<file path="src/rtl/serport_pkg.sv">
// Shared types and constants for the dual-mode serial port.
// Assumes: one frame carries exactly one start bit and one stop bit around the data.
package serport_pkg;

    // Operating mode selected by the mode_sel pin.
    typedef enum logic {
        MODE_SHIFT = 1'b0,
        MODE_ASYNC = 1'b1
    } sport_mode_e;

    // Framing overhead of an asynchronous frame (start + stop).
    localparam int FRAME_EXTRA = 2;

endpackage

</file>
<file path="src/rtl/serport_shift.sv">
// Synchronous shift engine (mode 0). Each transfer shifts DATA_W bits LSB first,
// one bit per DIV core clocks. The shift clock is low for the first half of each bit
// and high for the second half. Transmit data changes as the clock falls; receive data
// is captured as the clock rises.
// Assumes: start_tx and start_rx are only honoured while idle; rx_line is already synchronised.
module serport_shift #(
    parameter int DATA_W = 8,
    parameter int DIV    = 16
) (
    input  logic              clk,
    input  logic              rst_n,
    input  logic              start_tx,
    input  logic              start_rx,
    input  logic [DATA_W-1:0] tx_data,
    input  logic              rx_line,
    output logic              drive_en,
    output logic              data_out,
    output logic              sclk,
    output logic              busy,
    output logic              done_tx,
    output logic              done_rx,
    output logic [DATA_W-1:0] rx_data
);
    localparam int PH_W  = $clog2(DIV);
    localparam int BIT_W = $clog2(DATA_W);
    localparam int HALF  = DIV / 2;

    logic [PH_W-1:0]   ph;
    logic [BIT_W-1:0]  bit_idx;
    logic              is_tx;
    logic [DATA_W-1:0] shreg;

    // Sequence phase, bit count, shift clock and the shared shift register.
    always_ff @(posedge clk) begin
        if (!rst_n) begin
            ph      <= '0;
            bit_idx <= '0;
            is_tx   <= 1'b0;
            shreg   <= '0;
            sclk    <= 1'b1;
            busy    <= 1'b0;
            done_tx <= 1'b0;
            done_rx <= 1'b0;
        end else begin
            done_tx <= 1'b0;
            done_rx <= 1'b0;
            if (!busy) begin
                if (start_tx) begin
                    busy    <= 1'b1;
                    is_tx   <= 1'b1;
                    shreg   <= tx_data;
                    ph      <= '0;
                    bit_idx <= '0;
                    sclk    <= 1'b0;
                end else if (start_rx) begin
                    busy    <= 1'b1;
                    is_tx   <= 1'b0;
                    ph      <= '0;
                    bit_idx <= '0;
                    sclk    <= 1'b0;
                end
            end else begin
                ph <= (ph == PH_W'(DIV - 1)) ? '0 : ph + 1'b1;
                if (ph == PH_W'(HALF - 1)) begin
                    sclk <= 1'b1;
                    if (!is_tx) shreg <= {rx_line, shreg[DATA_W-1:1]};
                end else if (ph == PH_W'(DIV - 1)) begin
                    if (bit_idx == BIT_W'(DATA_W - 1)) begin
                        busy    <= 1'b0;
                        done_tx <= is_tx;
                        done_rx <= !is_tx;
                    end else begin
                        bit_idx <= bit_idx + 1'b1;
                        sclk    <= 1'b0;
                        if (is_tx) shreg <= {1'b0, shreg[DATA_W-1:1]};
                    end
                end
            end
        end
    end

    // Pin-side views of the engine.
    always_comb begin
        drive_en = busy && is_tx;
        data_out = shreg[0];
        rx_data  = shreg;
    end

    AST_SCLK_IDLE_HIGH: assert property (@(posedge clk) disable iff (!rst_n)
        !busy |-> sclk);
    AST_DATA_STABLE_SCLK_HIGH: assert property (@(posedge clk) disable iff (!rst_n)
        (drive_en && sclk && $past(sclk) && $past(busy)) |-> $stable(data_out));

endmodule

</file>
<file path="src/rtl/serport_async_tx.sv">
// Asynchronous frame transmitter (mode 1). It loads start, data and stop bits into a
// frame register and moves one bit out every OVS ticks. Ones are shifted in behind,
// so the line rests high.
// Assumes: tick is a one-cycle strobe at OVS times the bit rate.
module serport_async_tx #(
    parameter int DATA_W = 8,
    parameter int OVS    = 16
) (
    input  logic              clk,
    input  logic              rst_n,
    input  logic              tick,
    input  logic              start,
    input  logic [DATA_W-1:0] data,
    output logic              line,
    output logic              busy,
    output logic              done
);
    import serport_pkg::*;
    localparam int FRAME_W = DATA_W + FRAME_EXTRA;
    localparam int SUB_W   = $clog2(OVS);
    localparam int CNT_W   = $clog2(FRAME_W);

    logic [FRAME_W-1:0] frame;
    logic [SUB_W-1:0]   sub;
    logic [CNT_W-1:0]   bit_cnt;

    // Frame load, tick-paced shifting and completion strobe.
    always_ff @(posedge clk) begin
        if (!rst_n) begin
            frame   <= '1;
            sub     <= '0;
            bit_cnt <= '0;
            busy    <= 1'b0;
            done    <= 1'b0;
        end else begin
            done <= 1'b0;
            if (!busy) begin
                if (start) begin
                    frame   <= {1'b1, data, 1'b0};
                    sub     <= '0;
                    bit_cnt <= '0;
                    busy    <= 1'b1;
                end
            end else if (tick) begin
                if (sub == SUB_W'(OVS - 1)) begin
                    sub   <= '0;
                    frame <= {1'b1, frame[FRAME_W-1:1]};
                    if (bit_cnt == CNT_W'(FRAME_W - 1)) begin
                        busy <= 1'b0;
                        done <= 1'b1;
                    end else begin
                        bit_cnt <= bit_cnt + 1'b1;
                    end
                end else begin
                    sub <= sub + 1'b1;
                end
            end
        end
    end

    // The serial line is the low end of the frame register.
    assign line = frame[0];

    AST_TX_IDLE_HIGH: assert property (@(posedge clk) disable iff (!rst_n)
        !busy |-> line);

endmodule

</file>
<file path="src/rtl/serport_async_rx.sv">
// Asynchronous frame receiver (mode 1). A high-to-low change seen on a tick starts a
// frame. Each bit is sampled OVS/2 ticks into its period. A start bit that reads high
// at its sample is dropped. At the stop-bit sample the byte, the stop value and the
// error conditions are presented with a one-cycle done strobe.
// Assumes: line is synchronised to clk; tick is a one-cycle strobe at OVS times the bit rate.
module serport_async_rx #(
    parameter int DATA_W = 8,
    parameter int OVS    = 16
) (
    input  logic              clk,
    input  logic              rst_n,
    input  logic              tick,
    input  logic              enable,
    input  logic              line,
    output logic              done,
    output logic [DATA_W-1:0] data,
    output logic              stop_bit,
    output logic              fe,
    output logic              brk
);
    import serport_pkg::*;
    localparam int FRAME_W = DATA_W + FRAME_EXTRA;
    localparam int SUB_W   = $clog2(OVS);
    localparam int IDX_W   = $clog2(FRAME_W);
    localparam int MID     = OVS / 2 - 1;

    logic              busy;
    logic              line_last;
    logic [SUB_W-1:0]  sub;
    logic [IDX_W-1:0]  bit_idx;
    logic [DATA_W-1:0] shreg;

    // Start detection, mid-bit sampling and frame result capture.
    always_ff @(posedge clk) begin
        if (!rst_n) begin
            busy      <= 1'b0;
            line_last <= 1'b1;
            sub       <= '0;
            bit_idx   <= '0;
            shreg     <= '0;
            done      <= 1'b0;
            data      <= '0;
            stop_bit  <= 1'b0;
            fe        <= 1'b0;
            brk       <= 1'b0;
        end else begin
            done <= 1'b0;
            if (tick) line_last <= line;
            if (!busy) begin
                if (tick && enable && line_last && !line) begin
                    busy    <= 1'b1;
                    sub     <= '0;
                    bit_idx <= '0;
                end
            end else if (tick) begin
                sub <= (sub == SUB_W'(OVS - 1)) ? '0 : sub + 1'b1;
                if (sub == SUB_W'(OVS - 1)) bit_idx <= bit_idx + 1'b1;
                if (sub == SUB_W'(MID)) begin
                    if (bit_idx == '0) begin
                        if (line) busy <= 1'b0;
                    end else if (bit_idx == IDX_W'(FRAME_W - 1)) begin
                        busy     <= 1'b0;
                        done     <= 1'b1;
                        data     <= shreg;
                        stop_bit <= line;
                        fe       <= !line;
                        brk      <= !line && (shreg == '0);
                    end else begin
                        shreg <= {line, shreg[DATA_W-1:1]};
                    end
                end
            end
        end
    end

    AST_RX_DONE_ONE_CYCLE: assert property (@(posedge clk) disable iff (!rst_n)
        done |=> !done);
    AST_RX_BREAK_IS_FE: assert property (@(posedge clk) disable iff (!rst_n)
        (done && brk) |-> fe);

endmodule

</file>
<file path="src/rtl/serport_top.sv">
// Dual-mode serial port top. It selects the bit tick, synchronises the receive pin,
// steers the pins between the shift engine and the async engines, and holds the sticky
// flags and the receive registers.
// Assumes: mode_sel and tick_sel change only while the port is idle.
module serport_top #(
    parameter int DATA_W    = 8,
    parameter int SHIFT_DIV = 16,
    parameter int OVS       = 16
) (
    input  logic              clk,
    input  logic              rst_n,
    input  logic              mode_sel,
    input  logic              tick_sel,
    input  logic              tick_timer,
    input  logic              tick_bgen,
    input  logic              tx_wr,
    input  logic [DATA_W-1:0] tx_byte,
    input  logic              rx_en,
    input  logic              tx_done_clr,
    input  logic              rx_done_clr,
    input  logic              err_clr,
    input  logic              line_rx_i,
    output logic              line_rx_o,
    output logic              line_rx_oe,
    output logic              line_tx,
    output logic [DATA_W-1:0] rx_byte,
    output logic              rx_bit9,
    output logic              tx_done,
    output logic              rx_done,
    output logic              frame_err,
    output logic              break_det
);
    import serport_pkg::*;

    logic              is_async;
    logic              bit_tick;
    logic              rx_meta, rx_sync;
    logic              sh_busy, sh_sclk, sh_done_tx, sh_done_rx;
    logic [DATA_W-1:0] sh_rx_data;
    logic              at_line, at_busy, at_done;
    logic              ar_done, ar_stop, ar_fe, ar_brk;
    logic [DATA_W-1:0] ar_data;

    // Mode decode and bit-tick source selection.
    always_comb begin
        is_async = (sport_mode_e'(mode_sel) == MODE_ASYNC);
        bit_tick = tick_sel ? tick_bgen : tick_timer;
    end

    // Two-stage synchroniser for the receive pin, resting at the idle level.
    always_ff @(posedge clk) begin
        if (!rst_n) begin
            rx_meta <= 1'b1;
            rx_sync <= 1'b1;
        end else begin
            rx_meta <= line_rx_i;
            rx_sync <= rx_meta;
        end
    end

    serport_shift #(.DATA_W(DATA_W), .DIV(SHIFT_DIV)) u_shift (
        .clk      (clk),
        .rst_n    (rst_n),
        .start_tx (!is_async && tx_wr),
        .start_rx (!is_async && rx_en && !rx_done && !sh_done_rx),
        .tx_data  (tx_byte),
        .rx_line  (rx_sync),
        .drive_en (line_rx_oe),
        .data_out (line_rx_o),
        .sclk     (sh_sclk),
        .busy     (sh_busy),
        .done_tx  (sh_done_tx),
        .done_rx  (sh_done_rx),
        .rx_data  (sh_rx_data)
    );

    serport_async_tx #(.DATA_W(DATA_W), .OVS(OVS)) u_atx (
        .clk   (clk),
        .rst_n (rst_n),
        .tick  (bit_tick),
        .start (is_async && tx_wr),
        .data  (tx_byte),
        .line  (at_line),
        .busy  (at_busy),
        .done  (at_done)
    );

    serport_async_rx #(.DATA_W(DATA_W), .OVS(OVS)) u_arx (
        .clk      (clk),
        .rst_n    (rst_n),
        .tick     (bit_tick),
        .enable   (is_async && rx_en),
        .line     (rx_sync),
        .done     (ar_done),
        .data     (ar_data),
        .stop_bit (ar_stop),
        .fe       (ar_fe),
        .brk      (ar_brk)
    );

    // Transmit pin: shift clock in mode 0, frame data in mode 1.
    assign line_tx = is_async ? at_line : sh_sclk;

    // Sticky flags (a set wins over a clear in the same cycle) and receive registers.
    always_ff @(posedge clk) begin
        if (!rst_n) begin
            tx_done   <= 1'b0;
            rx_done   <= 1'b0;
            frame_err <= 1'b0;
            break_det <= 1'b0;
            rx_byte   <= '0;
            rx_bit9   <= 1'b0;
        end else begin
            if (sh_done_tx || at_done) tx_done <= 1'b1;
            else if (tx_done_clr)      tx_done <= 1'b0;

            if (sh_done_rx || ar_done) rx_done <= 1'b1;
            else if (rx_done_clr)      rx_done <= 1'b0;

            if (ar_done && ar_fe) frame_err <= 1'b1;
            else if (err_clr)     frame_err <= 1'b0;

            if (ar_done && ar_brk) break_det <= 1'b1;
            else if (err_clr)      break_det <= 1'b0;

            if (sh_done_rx) begin
                rx_byte <= sh_rx_data;
            end else if (ar_done) begin
                rx_byte <= ar_data;
                rx_bit9 <= ar_stop;
            end
        end
    end

    AST_OE_ONLY_SHIFT: assert property (@(posedge clk) disable iff (!rst_n)
        line_rx_oe |-> (sh_busy && !is_async));
    AST_TX_DONE_HOLD: assert property (@(posedge clk) disable iff (!rst_n)
        (tx_done && !tx_done_clr) |=> tx_done);
    AST_RX_DONE_HOLD: assert property (@(posedge clk) disable iff (!rst_n)
        (rx_done && !rx_done_clr) |=> rx_done);
    AST_ERR_HOLD: assert property (@(posedge clk) disable iff (!rst_n)
        (frame_err && !err_clr) |=> frame_err);
    AST_ASYNC_TX_IDLE: assert property (@(posedge clk) disable iff (!rst_n)
        (is_async && !at_busy) |-> line_tx);

endmodule

</file>
<file path="config.mk">
export PLATFORM = sky130hd
export DESIGN_NAME = serport_top
export DESIGN_NICKNAME = d
export VERILOG_FILES = /design/src/rtl/serport_pkg.sv /design/src/rtl/serport_shift.sv /design/src/rtl/serport_async_tx.sv /design/src/rtl/serport_async_rx.sv /design/src/rtl/serport_top.sv
export SDC_FILE = /design/constraint.sdc
export NUM_CORES = 1
export LEC_CHECK = 0
export ABC_AREA = 1
export BUFFER_PORTS_ARGS = -buffer_cell sky130_fd_sc_hd__buf_2
export CAP_MARGIN = 20
export CORE_MARGIN = 10
export CORE_UTILIZATION = 35
export CTS_BUF_LIST = sky130_fd_sc_hd__clkbuf_2 sky130_fd_sc_hd__clkbuf_4 sky130_fd_sc_hd__clkbuf_8
export DETAILED_ROUTE_END_ITERATION = 8
export HOLD_SLACK_MARGIN = 0.02
export PLACE_DENSITY = 0.64
export SLEW_MARGIN = 0
export SYNTH_ARGS = -nofsm -noshare
export SYNTH_HDL_FRONTEND = slang
export SYNTH_HIERARCHICAL = 1
export SYNTH_SLANG_ARGS = --single-unit
</file>
<file path="constraint.sdc">
create_clock -name clk -period 1.73 [get_ports clk]
set_clock_uncertainty 0.15 [all_clocks]
set_input_delay 0.0865 -clock clk [delete_from_list [all_inputs] [get_ports clk]]
set_output_delay 0.0865 -clock clk [all_outputs]
set_load 0.005 [all_outputs]
</file>
==> impl_metrics.csv <==
group,metric,value,unit
status,status,"complete, no violations",
power,report.power.total,3.76,mW
final_layout,antenna_cells,0,
synthesis,synth_ff_type,"dfxtp_1",
cts,clockBufferDepth,2,
timing,setup_violations,0,
global_routing,grt_usage,11.5,%
hold_path,hold_class,"in2reg",
global_routing,grt_start_max_net_pins,20,
synthesis,synth-simple-area-share,36.3,%
critical_path,cp.required,1.89,ns
job,cap_violations,0,
critical_path,regToRegSetupSlack,0.1,ns
floorplanning,start_util,35.6,%
synthesis,synth.distinct_cells,33,
cts,cts_tree,"yes",
synthesis,synth_area,4050,um^2
route,avgViaCountPerCell,4.75,
critical_path,cpPeakStageDelay,0.33,ns
global_routing,grt_pass1_vias,3344,
placement,port_buffers,35,
critical_path,setup.worst_path.start_class,"register",
synthesis,yosys-mux-area-fraction,2.29,%
critical_path,path_delay_family,"simple AND/OR/NAND/NOR gates",
synthesis,synth_top_family_by_area,"simple AND/OR/NAND/NOR gates",
critical_path,crit_type,"reg2reg",
synthesis,syn_nets,600,
final_layout,final_nets,664,
timing,hold_viol,0,
critical_path,slowest_stage,"dfxtp_2",
floorplanning,ios,36,
global_routing,overflow,0,
floorplanning,row_count,39,
route,avgRoutedWirePerCell,11.9,um
power,cellPowerDensity,782,nW/um^2
final_layout,synthToLayoutAreaGrowth,18.8,%
timing,max_freq,612,MHz
placement,dp.cells,746,
final_layout,final_layout_size_suffix_gt1_share,18.9,%
route,drt_iter0_markers,193,
global_routing,grt_pass1_wl,15700,um
synthesis,synth_seq_cells,84,
global_routing,antenna_found_initial,0,
cts,path_clk_slew,0.09,ns
synthesis,synthXorXnorAreaFrac,0.216,%
final_layout,n_fill_cell,1167,
timing,worst_slew_pin_slew,0.538,ns
critical_path,crit_buf_inv,2,
synthesis,synth_adder_area_share,3.09,%
timing,fin_ws,0.0962,ns
cts,clock_latency,0.37,ns
final_layout,multi_input_area,2050,um^2
critical_path,path_cells,"ha_1 > ha_2 > nand2_2 > inv_1 > nand2_2 > nand2_2 > nor2_4 > clkbuf_16 > nor2_1 > nor2_1",
power,peakVddDrop,0.482,mV
synthesis,synth_seq_area_share,41.5,%
timing,finalMaxSlewViolations,0,
floorplanning,die-width,128,um
power,p_leak,2.26,nW
synthesis,ys_warn_count,6,
synthesis,avgSynthCellArea,7.11,um^2
synthesis,synth_edf_count,0,
critical_path,crit_fanout,8,
final_layout,fin_cells,782,
synthesis,synth_compound_area_share,8.06,%
final_layout,final_core_utilization,42.3,%
critical_path,crit_start,"u_shift/bit_idx[0]$_SDFFE_PN0P_",
timing,period_share,94.4,%
route,antenna_left,0,
route,wirelength,9270,um
floorplanning,core_region_area,11400,um^2
synthesis,ys_async_sr_fraction,0,%
synthesis,syn-instance-count,570,
route,firstDrtPassIters,5,
floorplanning,die_height,128,um
placement,preCtsSetupSlack,-0.000400,ns
route,vias,3715,
placement,gp_congestion,0.819,
hold_path,hp-start,"mode_sel",
critical_path,critPathArrivalTime,1.79,ns
final_layout,regArea,1690,um^2
placement,hpwl,6790,um
timing,post-route-min-period,1.63,ns
cts,cts_buffers,9,
cts,cts-root-buf,"clkbuf_8",
critical_path,reg2reg_from,"u_shift/bit_idx[0]$_SDFFE_PN0P_",
timing,slew_headroom,64.1,%
critical_path,cpMostUsedCell,"nand2_2",
cts,ctsHtreeMaxLevel,3,
critical_path,end_kind,"register",
route,drcViolationCount,0,
cts,clock_sinks,84,
floorplanning,dieArea,16300,um^2
## power breakdown
| part | switching (mW) | total, mW | internal [mW] |
|---|---|---|---|
| clock | 0.695 | 1.26 | 0.568 |
| combinational | 0.249 | 0.443 | 0.194 |
| sequential | 0.0580 | 2.06 | 2.00 |
## placed cells by master, fill, tap and decap left out, drive strengths merged
master,count
dlygate4sd3,14
nand4,3
mux2i,7
nor2,88
o21ai,18
inv,53
nor3,3
xnor2,1
o21bai,1
dfxtp,84
clkbuf,13
clkinvlp,1
a21oi,36
o211ai,3
mux2,2
bufinv,1
nand2,188
or2,3
clkinv,4
nor4,1
ha,10
nand3,50
buf,53
a211oi,2
## path summary, 6_finish.rpt
path                                           to  cells after the start
setup / recovery  u_shift/rx_data[2]$_SDFFE_PN0P_                     10
hold / removal              u_atx/busy$_SDFF_PN0_                      5
setup reg to reg  u_shift/rx_data[2]$_SDFFE_PN0P_                     10
hold reg to reg                rx_sync$_SDFF_PN1_                      1
## state kept, by name (all words and copies together), names as in the netlist, 8 cells and up
| register | count |
|---|---|
| rx_byte | 8 |
| u_arx/data | 8 |
| u_arx/shreg | 8 |
| u_atx/frame | 9 |
| u_shift/rx_data | 8 |
## synth_stat cells (3+ instances only)
cell,count,area share (%)
nand2_1,180,17
dfxtp_1,84,42
nor2_1,81,7.5
inv_1,46,4.3
nand3_1,41,5.1
a21oi_1,34,4.2
o21ai_0,15,1.9
ha_1,10,3.1
nand3_2,9,2.2
inv_2,7,0.65
mux2i_1,7,1.7
buf_6,6,1.7
nor2_4,6,1.7
buf_4,4,0.74
nand2_2,4,0.62
nand2_4,4,1.1
buf_2,3,0.37
clkbuf_1,3,0.28
nand4_1,3,0.46
nor3_1,3,0.37
o211ai_1,3,0.56
## tightest hold or removal path, cell delays in order
cell and delay (ns):
buf_2 0.14, nand2_1 0.07, inv_1 0.09, o211ai_1 0.08, inv_1 0.05
## stage by stage
stage / hold slack [ns] / TNS [ns] / area (um^2)
after floorplan: 0.0364 / 0 / 4050
after global placement: 0.117 / 0 / 4400
after detailed placement: 0.130 / -0.000425 / 4400
after CTS: 0.0241 / 0 / 4730
after global routing: 0.0642 / -0.00669 / 4810
final: 0.0426 / 0 / 4810
## cell families (layout without fill, tap and decap cells)
group / Yosys count / count (layout)
compound gates: 60 / 60
xor+xnor: 1 / 1
flops: 84 / 84
simple gates: 335 / 336
mux: 9 / 9
buf+inv: 71 / 139
fa+ha+maj: 10 / 10
## layer usage
layer | global-route usage [%] | wire [um]
met4 | 4.50 | 173
met3 | 3.14 | 485
met1 | 14.7 | 4310
met2 | 18.1 | 4300
met5 | 0 | 0
## cell type report
| cell class | instances | share of cell area [%] |
|---|---|---|
| clock inverter | 4 | 0.546 |
| multi-input combinational | 416 | 42.6 |
| inverter | 55 | 4.60 |
| tap | 143 | 3.72 |
| sequential | 84 | 35.1 |
| timing repair buffer | 68 | 10.4 |
| clock buffer | 12 | 3.04 |
## what timing repair did
action,in CTS,in global routing
hold endpoints to repair,28,0
buffers inserted,1,3
hold buffers,14,0
endpoints found under the setup margin,6,27
gates resized for setup,0,13
gates cloned,0,2
pin swaps,1,4
No activity file was read; power rests on OpenSTA's default activity.
